===== src/rtl/utopia_rx_pkg.sv =====
package utopia_rx_pkg;
   localparam int unsigned CELL_LEN_DEF = 53;
   localparam int unsigned MIN_CELLS    = 4;

   typedef enum logic [1:0] {
      RULE_BYTE  = 2'd0,
      RULE_CELL  = 2'd1,
      RULE_SHARE = 2'd2
   } flag_rule_e;
endpackage


===== src/rtl/utopia_rx_fifo.sv =====
module utopia_rx_fifo #(
   parameter int unsigned DATA_W = 8,
   parameter int unsigned DEPTH  = 256,
   localparam int unsigned PTR_W = $clog2(DEPTH),
   localparam int unsigned CNT_W = $clog2(DEPTH + 1)
) (
   input  logic              clk,
   input  logic              rst_n,
   input  logic              wr_en,
   input  logic [DATA_W-1:0] wr_data,
   input  logic              rd_req,
   output logic [DATA_W-1:0] rd_data,
   output logic [CNT_W-1:0]  fill,
   output logic              underrun,
   output logic              overflow
);
   logic [DATA_W-1:0] store [DEPTH];
   logic [PTR_W-1:0]  wr_ptr, rd_ptr;
   logic              is_full, is_empty, do_push, do_pop;

   generate
      if ((1 << PTR_W) != DEPTH) begin : g_bad_depth
         $error("utopia_rx_fifo: DEPTH must be a power of two");
      end
   endgenerate

   assign is_full  = (fill == CNT_W'(DEPTH));
   assign is_empty = (fill == '0);
   assign do_push  = wr_en && !is_full;
   assign do_pop   = rd_req && !is_empty;

   always_ff @(posedge clk) begin
      if (do_push) store[wr_ptr] <= wr_data;
   end

   always_ff @(posedge clk or negedge rst_n) begin
      if (!rst_n) begin
         wr_ptr   <= '0;
         rd_ptr   <= '0;
         fill     <= '0;
         rd_data  <= '0;
         underrun <= 1'b0;
         overflow <= 1'b0;
      end else begin
         if (do_push) wr_ptr <= wr_ptr + 1'b1;
         if (do_pop) begin
            rd_ptr  <= rd_ptr + 1'b1;
            rd_data <= store[rd_ptr];
         end
         case ({do_push, do_pop})
            2'b10:   fill <= fill + 1'b1;
            2'b01:   fill <= fill - 1'b1;
            default: fill <= fill;
         endcase
         if (rd_req && is_empty) underrun <= 1'b1;
         if (wr_en && is_full)   overflow <= 1'b1;
      end
   end
endmodule


===== src/rtl/utopia_rx_sel.sv =====
module utopia_rx_sel #(
   parameter int unsigned ADDR_W = 5
) (
   input  logic              clk,
   input  logic              rst_n,
   input  logic [ADDR_W-1:0] own_addr,
   input  logic [ADDR_W-1:0] poll_addr,
   output logic              selected
);
   logic [ADDR_W-1:0] bit_eq;

   generate
      for (genvar i = 0; i < ADDR_W; i++) begin : g_cmp
         assign bit_eq[i] = ~(own_addr[i] ^ poll_addr[i]);
      end
   endgenerate

   always_ff @(posedge clk or negedge rst_n) begin
      if (!rst_n) selected <= 1'b0;
      else        selected <= &bit_eq;
   end
endmodule


===== src/rtl/utopia_rx_flag.sv =====
module utopia_rx_flag
   import utopia_rx_pkg::*;
#(
   parameter int unsigned CNT_W      = 9,
   parameter int unsigned CELL_BYTES = 53
) (
   input  logic             cell_mode,
   input  logic             multi_phy,
   input  logic             selected,
   input  logic             rd_en_n,
   input  logic [CNT_W-1:0] fill,
   output logic             clav,
   output logic             clav_oe,
   output logic             rd_req,
   output logic             data_oe
);
   flag_rule_e rule;
   logic       has_byte, has_cell, port_on;

   assign has_byte = (fill != '0);
   assign has_cell = (fill >= CNT_W'(CELL_BYTES));
   assign port_on  = !multi_phy || selected;

   always_comb begin
      if (multi_phy)      rule = RULE_SHARE;
      else if (cell_mode) rule = RULE_CELL;
      else                rule = RULE_BYTE;
   end

   always_comb begin
      case (rule)
         RULE_BYTE: clav = has_byte;
         default:   clav = has_cell;
      endcase
   end

   assign clav_oe = port_on;
   assign data_oe = !rd_en_n && port_on;
   assign rd_req  = data_oe;
endmodule


===== src/rtl/utopia_rx_phy.sv =====
module utopia_rx_phy
   import utopia_rx_pkg::*;
#(
   parameter int unsigned DATA_W     = 8,
   parameter int unsigned ADDR_W     = 5,
   parameter int unsigned CELL_BYTES = CELL_LEN_DEF,
   parameter int unsigned DEPTH      = 256,
   localparam int unsigned CNT_W     = $clog2(DEPTH + 1)
) (
   input  logic              clk,
   input  logic              rst_n,
   input  logic              cfg_cell_mode,
   input  logic              cfg_multi_phy,
   input  logic [ADDR_W-1:0] cfg_phy_addr,
   input  logic              wr_en,
   input  logic [DATA_W-1:0] wr_data,
   input  logic              rd_en_n,
   input  logic [ADDR_W-1:0] phy_addr,
   output logic              clav,
   output logic              clav_oe,
   output logic [DATA_W-1:0] rx_data,
   output logic              rx_data_oe,
   output logic              underrun,
   output logic              overflow
);
   generate
      if (DEPTH < MIN_CELLS * CELL_BYTES) begin : g_bad_room
         $error("utopia_rx_phy: DEPTH below four cells");
      end
   endgenerate

   logic [CNT_W-1:0] fill_cnt;
   logic             port_sel, rd_req;

   utopia_rx_sel #(.ADDR_W(ADDR_W)) u_sel (
      .clk(clk), .rst_n(rst_n), .own_addr(cfg_phy_addr),
      .poll_addr(phy_addr), .selected(port_sel)
   );

   utopia_rx_flag #(.CNT_W(CNT_W), .CELL_BYTES(CELL_BYTES)) u_flag (
      .cell_mode(cfg_cell_mode), .multi_phy(cfg_multi_phy),
      .selected(port_sel), .rd_en_n(rd_en_n), .fill(fill_cnt),
      .clav(clav), .clav_oe(clav_oe), .rd_req(rd_req),
      .data_oe(rx_data_oe)
   );

   utopia_rx_fifo #(.DATA_W(DATA_W), .DEPTH(DEPTH)) u_fifo (
      .clk(clk), .rst_n(rst_n), .wr_en(wr_en), .wr_data(wr_data),
      .rd_req(rd_req), .rd_data(rx_data), .fill(fill_cnt),
      .underrun(underrun), .overflow(overflow)
   );
endmodule


===== config.mk =====
export PLATFORM = sky130hd
export DESIGN_NAME = utopia_rx_phy
export DESIGN_NICKNAME = d
export VERILOG_FILES = /design/src/rtl/utopia_rx_pkg.sv /design/src/rtl/utopia_rx_fifo.sv /design/src/rtl/utopia_rx_sel.sv /design/src/rtl/utopia_rx_flag.sv /design/src/rtl/utopia_rx_phy.sv
export SDC_FILE = /design/constraint.sdc
export NUM_CORES = 2
export LEC_CHECK = 0
export ABC_AREA = 0
export BUFFER_PORTS_ARGS = -buffer_cell sky130_fd_sc_hd__clkbuf_2
export CORE_ASPECT_RATIO = 0.6
export CORE_UTILIZATION = 25
export CTS_CLUSTER_DIAMETER = 200
export CTS_CLUSTER_SIZE = 28
export DETAILED_ROUTE_END_ITERATION = 8
export PLACE_DENSITY = 0.42
export SLEW_MARGIN = 40
export SYNTH_ARGS = -nofsm -noshare
export SYNTH_HDL_FRONTEND = slang
export SYNTH_SLANG_ARGS = --single-unit
export TNS_END_PERCENT = 5

===== constraint.sdc =====
create_clock -name clk -period 3.2 [get_ports clk]
set_clock_uncertainty 0.15 [all_clocks]
set_input_delay 0.64 -clock clk [delete_from_list [all_inputs] [get_ports clk]]
set_output_delay 0.64 -clock clk [all_outputs]
set_load 0.02 [all_outputs]

==> impl_metrics.yaml <==
floorplan:
  die-area_um2: 329000
  fp-row-count: 162
  core_um2: 325000
  initial_core_util_pct: 25.1
  dieWidth_um: 739
  ios: 37
  chipHeight_um: 444
logic_synthesis:
  synth_cell_types: 75
  syn_inst: 3924
  synthFlopType: "edfxtp_1"
  seq_area_frac_synth_pct: 76.5
  netlist_area_um2: 81600
  syn-num-nets: 3962
  async_flop_share_pct: 1.73
  synth_largest_area_cell: "edfxtp_1"
  synth.top_cell.area_share_pct: 75.4
  ys_warn_count: 0
  synth-edff-count: 2048
  synthTopCellsByArea: "edfxtp_1 (75%), mux4_2 (13%), mux2i_1 (2.0%)"
  syn_avg_cell_area_um2: 20.8
  ys_seq_elements: 2084
detailed_routing:
  vias_per_cell: 4.79
  wirelength_um: 272000
  wl_per_cell_um: 30.1
  drtIter0Drc: 6012
  drtAntennaViolNets: 0
  firstDrtPassIters: 5
  vias: 43400
  drc: 0
clock_tree:
  clkTransAtPathRegs_ns: 0.12
  clock-sinks: 2084
  cts_root_buffer: "clkbuf_16"
  clk_latency_ns: 0.79
  clock_path_buffers: 3
  cts_tree: "yes"
  numCtsBuffers: 84
  htreeDepth: 3
sta:
  rsz0062_at_grt: "true"
  tightestPinTransition_ns: 1.00
  finalCriticalPeriod_ns: 3.36
  slew_headroom_pct: 32.2
  slew_violations: 0
  fmax_mhz: 298
  worst_slack_ns: -0.157
  fin_hold_ws_ns: 0.0436
  period_share_pct: 105
  setup_tns_ns: -0.750
  setup_viol: 8
  finalHoldViolCount: 0
critical_path:
  reg2reg_depth: 10
  r2r_start: "u_fifo.rd_ptr[1]"
  reg2reg_slack_ns: -0.16
  cp_max_fo: 16
  crit_required_ns: 3.74
  path_class: "flip-flop to flip-flop"
  critPathLaunch: "u_fifo.rd_ptr[1]"
  start_kind: "flip-flop"
  worstPathArrival_ns: 3.90
  reg2reg_to: "u_fifo.rd_data[7]"
  worst_setup_path_end_kind: "flip-flop"
global_route:
  overflow: 0
  grt_pass1_vias: 42300
  grt_max_degree: 113
  grt_use_total_pct: 16.2
  grt_pass1_wl_um: 371000
  antenna_found_initial: 23
place:
  gp_congestion: 0.850
  dp_hpwl_um: 187000
  portBuffers: 36
min_path:
  hp-start: "wr_data[4]"
  min_path_type: "input port to flip-flop"
  hold_path_end: "u_fifo.store[78][4]"
  whs_path_depth: 1
final_layout:
  syn2layout_area_growth_pct: 18.9
  final_layout_size_suffix_gt1_share_pct: 34.0
  final_nets: 4701
  fillers: 31800
flow_run:
  drv_cap: 0
run_status:
  status: "complete, but fails checks"
  violations: "setup timing"
power_and_ir_drop:
  peakVddDrop_mv: 0.425
  power_density_nw_per_um2: 758
  leakage_nw: 30.5
==> cell type report <==
cell class / count / area (um^2) / share of cell area, %
Timing Repair Buffer: 890 / 8270 / 8.52
Clock inverter: 5 / 73.8 / 0.0761
Tap cell: 4346 / 5440 / 5.61
Inverter: 12 / 48.8 / 0.0503
Clock buffer: 123 / 2290 / 2.36
Sequential cell: 2084 / 62400 / 64.3
Multi-Input combinational cell: 1591 / 18500 / 19.0
Antenna cell: 4 / 10.0 / 0.0103
==> what timing repair did <==
action,CTS,global route
setup endpoints to repair,12,11
resized for setup,67,78
pin swaps,11,24
hold buffers,6,0
gates cloned,4,4
setup buffers,12,34
hold endpoints to repair,31,0
==> cells in the mapped netlist (11+ instances only) <==
library cell,number
a21oi_1,73
nand4_1,11
nand2b_1,12
nand2_1,83
a221oi_1,28
a22oi_1,49
a31oi_1,13
o22ai_1,23
mux4_2,474
buf_6,24
a211oi_1,19
buf_4,34
edfxtp_1,2048
buf_2,57
nor3_1,14
nor2_1,309
nor2b_1,26
mux2i_1,162
nand3_1,49
dfrtp_1,36
buf_1,13
ha_1,13
mux2_2,23
o21ai_0,29
clkbuf_1,102
inv_1,11
a22o_1,17
xnor2_1,19
==> placed cells by master (no fill, tap or decap), drive strengths merged, types with 11 or more instances in the layout <==
master,count
nand4,11
nor2,309
edfxtp,2048
inv,12
a22oi,49
mux2i,162
clkbuf,156
o21ai,35
a221oi,28
dfrtp,36
mux2,23
nor3,14
a31oi,13
a21oi,73
o22ai,23
nand2,83
a211oi,19
nand3,49
nand2b,12
mux4,474
a22o,17
nor2b,26
ha,13
xnor2,19
buf,850
==> metal layers <==
metal	GRT usage, %	wire length [um]	vias up
met5	0	0	-
met2	21.4	107000	1672
met4	2.16	3690	0
met1	27.0	138000	23900
li1	-	-	17600
met3	3.37	23500	173
==> flip-flops by register name (all words and copies together), names as in the netlist <==
register         flops
u_fifo.overflow      1
u_fifo.rd_data       8
u_fifo.wr_ptr        8
u_fifo.store      2048
u_fifo.fill          9
u_fifo.underrun      1
u_sel.selected       1
u_fifo.rd_ptr        8
==> critical path: stages, from the launching register on <==
cell	delay (ns)
dfrtp_4	0.59
buf_12	0.19
buf_16	0.18
nor2b_2	0.30
buf_4	0.32
a221oi_1	0.15
a21o_1	0.18
a222oi_1	0.55
buf_4	0.28
o211ai_1	0.09
a32o_1	0.23
==> per-stage QoR <==
stage	setup WS (ns)	area, um^2	power (mW)	utilization (%)	instances
after floorplan	0.0160	81600	44.5	-	3924
after detailed placement	-0.502	93300	58.7	28.7	8868
final	-0.157	97000	73.6	29.9	9055
after global placement	-0.794	93300	58.7	28.7	8868
after CTS	-0.178	96300	73.0	29.7	9018
after global routing	-0.173	97000	76.0	29.9	9051
==> kinds of logic after synthesis <==
group | after synthesis | share of synthesized area (%)
flip-flops | 2084 | 76.5
multiplexers | 659 | 15.4
AND/OR/NAND/NOR | 556 | 3.00
AO/OA/AOI/OAI | 336 | 2.89
buffers and inverters | 249 | 1.72
XOR/XNOR | 26 | 0.279
adder cells (fa/ha/maj) | 14 | 0.224
==> worst max-delay path by stage <==
stage | depth (start not counted) | slack (ns) | to
after floorplan | 12 | 0.02 | u_fifo.fill[8]
after global placement | 10 | -0.79 | u_fifo.rd_data[3]
after CTS | 11 | -0.18 | u_fifo.rd_data[2]
after detailed placement | 12 | -0.50 | u_fifo.rd_data[3]
after global routing | 12 | -0.17 | u_fifo.rd_data[0]
final | 10 | -0.16 | u_fifo.rd_data[7]
==> report_power, final <==
group,switching (mW),internal [mW]
Clock,8.55,5.08
Sequential,0.430,30.4
Combinational,16.4,12.7
No activity file was read; power rests on OpenSTA's default activity.
